### config.mk
export PLATFORM = sky130hd
export DESIGN_NAME = rd_return_tracker
export DESIGN_NICKNAME = d
export VERILOG_FILES = /design/src/rtl/rrt_pkg.sv /design/src/rtl/rrt_queue.sv /design/src/rtl/rrt_swap_mon.sv /design/src/rtl/rrt_beat_ctr.sv /design/src/rtl/rd_return_tracker.sv
export SDC_FILE = /design/constraint.sdc
export NUM_CORES = 1
export LEC_CHECK = 0
export CAP_MARGIN = 20
export CORE_MARGIN = 2
export CORE_UTILIZATION = 55
export CTS_BUF_LIST = sky130_fd_sc_hd__clkbuf_8
export DETAILED_ROUTE_END_ITERATION = 8
export GPL_ROUTABILITY_DRIVEN = 1
export PLACE_DENSITY = 0.81
export SYNTH_ARGS = -nofsm -noshare
export SYNTH_HDL_FRONTEND = slang
export SYNTH_SLANG_ARGS = --single-unit
### constraint.sdc
create_clock -name clk -period 2.7 [get_ports clk]
set_input_delay 0.27 -clock clk [delete_from_list [all_inputs] [get_ports clk]]
set_output_delay 0.27 -clock clk [all_outputs]
set_load 0.01 [all_outputs]
### src/rtl/rrt_pkg.sv
package rrt_pkg;

    parameter int DEF_TAG_W = 4;
    parameter int DEF_BEATS = 4;
    parameter int DEF_GAP   = 2;

    typedef enum logic {
        KIND_DATA  = 1'b0,
        KIND_INSTR = 1'b1
    } rd_kind_e;

    function automatic rd_kind_e kind_of(input logic instr_bit);
        return instr_bit ? KIND_INSTR : KIND_DATA;
    endfunction

    // A beat is too close to a swap if the swap is in the same cycle or the
    // cycles elapsed since it are below the required lead.
    function automatic logic swap_too_late(input int since, input int lead, input logic swap_now);
        return swap_now || (since < lead - 1);
    endfunction

endpackage

### src/rtl/rrt_queue.sv
module rrt_queue
    import rrt_pkg::*;
#(
    parameter int TAG_W = DEF_TAG_W
) (
    input  logic             clk,
    input  logic             rst,
    input  logic             push,
    input  logic [TAG_W-1:0] push_tag,
    input  logic             push_instr,
    input  logic             pop,
    input  logic             pop_idx,
    input  logic             flip,
    input  logic             sel_idx,
    output logic             full,
    output logic [1:0]       occ,
    output logic             head_idx,
    output logic [TAG_W-1:0] sel_tag,
    output rd_kind_e         sel_kind
);

    localparam int SLOTS = 2;

    typedef struct packed {
        logic             vld;
        rd_kind_e         kind;
        logic [TAG_W-1:0] tag;
    } slot_t;

    slot_t slot_q [SLOTS];
    slot_t slot_d [SLOTS];
    logic  rev_q, rev_d;
    slot_t fresh;

    assign full     = slot_q[0].vld & slot_q[1].vld;
    assign occ      = {1'b0, slot_q[0].vld} + {1'b0, slot_q[1].vld};
    assign head_idx = rev_q & slot_q[1].vld;
    assign sel_tag  = slot_q[sel_idx].tag;
    assign sel_kind = slot_q[sel_idx].kind;

    always_comb begin
        fresh.vld  = 1'b1;
        fresh.kind = kind_of(push_instr);
        fresh.tag  = push_tag;
    end

    always_comb begin
        for (int i = 0; i < SLOTS; i++) slot_d[i] = slot_q[i];
        rev_d = rev_q;
        if (flip && full) rev_d = ~rev_q;
        if (pop) begin
            if (!pop_idx) slot_d[0] = slot_q[1];
            slot_d[1] = '0;
            rev_d     = 1'b0;
        end
        if (push && !full) begin
            if (!slot_d[0].vld) slot_d[0] = fresh;
            else                slot_d[1] = fresh;
        end
    end

    generate
        for (genvar g = 0; g < SLOTS; g++) begin : g_slot
            always_ff @(posedge clk) begin
                if (rst) slot_q[g] <= '0;
                else     slot_q[g] <= slot_d[g];
            end
        end
    endgenerate

    always_ff @(posedge clk) begin
        if (rst) rev_q <= 1'b0;
        else     rev_q <= rev_d;
    end

endmodule

### src/rtl/rrt_swap_mon.sv
module rrt_swap_mon
    import rrt_pkg::*;
#(
    parameter int GAP_MIN = DEF_GAP
) (
    input  logic       clk,
    input  logic       rst,
    input  logic       swap_act,
    input  logic       beat_act,
    input  logic [1:0] occ,
    output logic       err
);

    localparam int GW   = (GAP_MIN > 1) ? $clog2(GAP_MIN) : 1;
    localparam int GMAX = (GAP_MIN > 1) ? GAP_MIN - 1 : 0;

    logic [GW-1:0] since_q;
    logic          late, lonely;

    assign late   = beat_act && swap_too_late(int'(since_q), GAP_MIN, swap_act);
    assign lonely = swap_act && (occ < 2'd2);

    always_ff @(posedge clk) begin
        if (rst)                        since_q <= GW'(GMAX);
        else if (swap_act)              since_q <= '0;
        else if (int'(since_q) < GMAX)  since_q <= since_q + 1'b1;
    end

    always_ff @(posedge clk) begin
        if (rst) err <= 1'b0;
        else     err <= err | late | lonely;
    end

endmodule

### src/rtl/rrt_beat_ctr.sv
module rrt_beat_ctr
    import rrt_pkg::*;
#(
    parameter int BEATS = DEF_BEATS
) (
    input  logic clk,
    input  logic rst,
    input  logic beat,
    input  logic head_idx,
    output logic cur_idx,
    output logic last
);

    localparam int CW = (BEATS > 1) ? $clog2(BEATS) : 1;

    logic [CW-1:0] cnt_q;
    logic          lock_q;
    logic          busy;

    assign busy    = (cnt_q != '0);
    assign cur_idx = busy ? lock_q : head_idx;
    assign last    = (int'(cnt_q) == BEATS - 1);

    always_ff @(posedge clk) begin
        if (rst) begin
            cnt_q  <= '0;
            lock_q <= 1'b0;
        end else if (beat) begin
            if (!busy) lock_q <= head_idx;
            if (last)  cnt_q  <= '0;
            else       cnt_q  <= cnt_q + 1'b1;
        end
    end

endmodule

### src/rtl/rd_return_tracker.sv
module rd_return_tracker
    import rrt_pkg::*;
#(
    parameter int TAG_W   = DEF_TAG_W,
    parameter int BEATS   = DEF_BEATS,
    parameter int GAP_MIN = DEF_GAP
) (
    input  logic             clk,
    input  logic             rst,
    input  logic             rd_issue,
    input  logic [TAG_W-1:0] rd_tag,
    input  logic             rd_instr,
    output logic             rd_ready,
    input  logic             swap_n,
    input  logic             data_valid_n,
    output logic             beat_vld,
    output logic [TAG_W-1:0] beat_tag,
    output logic             beat_instr,
    output logic             done,
    output logic             swap_err
);

    logic             swap_act, beat_raw, beat_ok;
    logic             full, head_idx, cur_idx, last, pop;
    logic [1:0]       occ;
    logic [TAG_W-1:0] sel_tag;
    rd_kind_e         sel_kind;

    assign swap_act = ~swap_n;
    assign beat_raw = ~data_valid_n;
    assign beat_ok  = beat_raw && (occ != 2'd0);
    assign pop      = beat_ok && last;
    assign rd_ready = ~full;

    rrt_queue #(.TAG_W(TAG_W)) u_queue (
        .clk       (clk),
        .rst       (rst),
        .push      (rd_issue),
        .push_tag  (rd_tag),
        .push_instr(rd_instr),
        .pop       (pop),
        .pop_idx   (cur_idx),
        .flip      (swap_act),
        .sel_idx   (cur_idx),
        .full      (full),
        .occ       (occ),
        .head_idx  (head_idx),
        .sel_tag   (sel_tag),
        .sel_kind  (sel_kind)
    );

    rrt_beat_ctr #(.BEATS(BEATS)) u_beats (
        .clk     (clk),
        .rst     (rst),
        .beat    (beat_ok),
        .head_idx(head_idx),
        .cur_idx (cur_idx),
        .last    (last)
    );

    rrt_swap_mon #(.GAP_MIN(GAP_MIN)) u_swap (
        .clk     (clk),
        .rst     (rst),
        .swap_act(swap_act),
        .beat_act(beat_raw),
        .occ     (occ),
        .err     (swap_err)
    );

    always_ff @(posedge clk) begin
        if (rst) begin
            beat_vld   <= 1'b0;
            beat_tag   <= '0;
            beat_instr <= 1'b0;
            done       <= 1'b0;
        end else begin
            beat_vld   <= beat_ok;
            beat_tag   <= beat_ok ? sel_tag : beat_tag;
            beat_instr <= beat_ok ? (sel_kind == KIND_INSTR) : beat_instr;
            done       <= pop;
        end
    end

endmodule

==> impl_metrics.csv <==
group,metric,value,unit
clocking,path_clk_slew,0.09,ns
layout,top_regs,"u_queue.slot_q: 12 flops, beat_tag: 4 flops, u_beats.cnt_q: 2 flops",
critical_path,crit_required,2.91,ns
detailed_routing,drt_iter0_drc,47,
layout,area_growth,17.79,%
clocking,ctsHoldBuffers,0,
synth,synth_ff_type,"dfxtp_1",
detailed_routing,wl_per_cell,15.46,um
sta,worst_slack,0.5486,ns
floorplanning,die-area,2729,um2
detailed_routing,route.detailed.drc,0,
detailed_routing,drt-pass1-iter-count,4,
critical_path,end_kind,"flop",
clocking,clk_latency,0.27,ns
layout,regMostFlops,"u_queue.slot_q",
sta,tightest_slew,0.7867,ns
detailed_routing,met3WireLength,160,um
clocking,cts-root-buf,"clkbuf_8",
synth,syn-num-nets,143,
sta,hold_viol_final,0,
synth,syn_avg_cell_area,9.771,um2
critical_path,rr_startpoint,"u_beats.cnt_q[0]",
placement,portBuffers,18,
global_routing,grt_use_total,23.22,%
clocking,clock-sinks,25,
critical_path,reg2regPathDepth,7,
sta,fin_skew,0.001347,ns
sta,setup_tns,0,ns
global_routing,grt_pass1_wl,4.629,mm
detailed_routing,drtAntennaViolNets,0,
critical_path,crit_start,"u_beats.cnt_q[0]",
placement,dp_slack,0.4335,ns
pwr,power_per_cell_area,504.1,nW/um2
sta,drv_slew,0,
global_routing,overflow,0,
clocking,numCtsBuffers,3,
synth,ys_seq_area_share,39.10,%
run_status,status,"finished, final reports clean",
critical_path,arrival,2.36,ns
sta,fin_crit_sh,79.68,%
detailed_routing,wirelength,2.705,mm
worst_hold_path,min_path_cells,2,
clocking,cts_setup_buffers,0,
sta,min_period,2.151,ns
detailed_routing,wl_met1,1.209,mm
pwr,peakVddDrop,0.3166,mV
placement,place.detailed.hpwl,1.939,mm
global_routing,antenna_found_initial,0,
clocking,cts_buffer_depth,2,
floorplanning,coreArea,2212,um2
pwr,p_leak,0.0004940,uW
floorplanning,start_util,57.86,%
clocking,htree_levels,1,
global_routing,grt_max_degree,18,
worst_hold_path,min_path_type,"reg -> reg",
floorplanning,rows,17,
critical_path,crit_end,"u_queue.slot_q[1][2]",
layout,fillers,195,
critical_path,worstSetupPathType,"reg -> reg",
critical_path,reg2reg_slack,0.55,ns
layout,largest_register_ff_count,12,
sta,max_freq,464.8,MHz
clocking,cts_resized,0,
layout,final_common_cell,"dfxtp_1",
detailed_routing,dr.max_layer_used,"met4",
detailed_routing,route.vias.total,1028,
critical_path,critPathLaunchType,"flop",
layout,nets,160,
global_routing,grt_pass1_vias,965,
synth,yosysWarnings,0,
critical_path,r2r_end,"u_queue.slot_q[1][2]",
floorplanning,ios,19,
synth,syn_area,1280,um2
synth,synth_edf_count,0,
job,max_cap_viol_count,0,
synth,async_reset_ff_share,0,%
layout,drive_gt1_share,10.88,%
sta,holdWs,0.4910,ns
sta,maxSlewHeadroom,47.36,%
critical_path,cp_max_fo,8,
floorplanning,die_h,52.24,um
layout,mostFrequentLayoutCells,"dfxtp_1 (25), clkdlybuf4s50_1 (18), mux2i_1 (15), nor2_1 (11), nor3_1 (10)",
sta,rsz0062_at_grt,"false",
synth,syn-instance-count,131,
placement,gp_congestion,0.8368,
clocking,cts_tree,"yes",
synth,yosys_register_bits,25,
floorplanning,fp.dieW,52.24,um
synth,synth_cell_types,33,
detailed_routing,met2_length,1.303,mm
layout,antenna_cells,0,
detailed_routing,vias_per_cell,5.874,
sta,setup_violations,0,
[power breakdown]
| part | leakage [uW] | switching, uW | internal [uW] |
|---|---|---|---|
| clock network | 0.0000269 | 120 | 102 |
| registers | 0.000205 | 17.1 | 392 |
| logic | 0.000262 | 65.2 | 64.0 |
| total | 0.000494 | 202 | 558 |
[critical path, stage by stage (launching register included)]
cell and delay [ns]:
dfxtp_1 0.39, inv_1 0.06, ha_1 0.26, nor2b_1 0.47, buf_4 0.26, o211a_1 0.16
o21a_1 0.27, mux2i_1 0.21
[cells by family (layout without fill, tap and decap cells)]
logic type	Yosys count	after routing	share of synthesized area, %
fa+ha+maj	2	2	1.955
buf+inv	13	29	5.474
flops	25	25	39.10
simple gates	51	51	23.17
compound gates	23	23	17.20
mux	15	15	11.73
xor+xnor	2	2	1.369
[worst min path at each step]
stage | start | slack, ns | to
floorplan | data_valid_n | 0.36 | beat_vld
global placement | u_swap.err | 0.45 | u_swap.err
detailed placement | u_swap.err | 0.47 | u_swap.err
CTS | u_swap.err | 0.49 | u_swap.err
global route | u_swap.err | 0.53 | u_swap.err
finish | u_swap.err | 0.49 | u_swap.err
[stage by stage]
step	instance area (um2)	power (uW)	cells	utilization, %
3_3_place_gp	1463	541.8	171	66.12
2_1_floorplan	1280	496.4	131	-
3_5_place_dp	1463	546.2	171	66.12
4_1_cts	1508	762.9	175	68.16
5_1_grt	1508	794.1	175	68.16
6_report	1508	760.0	175	68.16
[cell usage after synthesis, types with 2 or more instances]
cell type / number / area share [%]
dfxtp_1: 25 / 39
mux2i_1: 15 / 12
nor2_1: 11 / 3.2
nor3_1: 10 / 3.9
nand2b_1: 7 / 3.4
a2111oi_2: 5 / 5.9
a211oi_1: 5 / 2.9
nand3b_1: 5 / 2.9
nor4_1: 5 / 2.4
a21oi_1: 4 / 1.6
clkbuf_1: 4 / 1.2
inv_1: 4 / 1.2
nand2_1: 4 / 1.2
o21ai_0: 3 / 1.2
buf_2: 2 / 0.78
buf_6: 2 / 1.8
ha_1: 2 / 2.0
or2_2: 2 / 0.98
xnor2_1: 2 / 1.4
[cell type report]
cell class	instances	area, um2	area share (%)
Clock buffer	3	41.29	2.739
Clock inverter	1	3.754	0.2490
Tap cell	28	35.03	2.324
Sequential cell	25	500.5	33.19
Timing Repair Buffer	21	202.7	13.44
Inverter	4	15.01	0.9958
Multi-Input combinational cell	93	709.4	47.05
[layer usage]
layer  vias to the layer above  global-route usage, %
li1                        507                      -
met1                       485                  30.65
met2                        32                  38.19
met3                         4                  2.571
met4                         0                  10.26
met5                         -                      0
(Power assumes the default switching activity.)
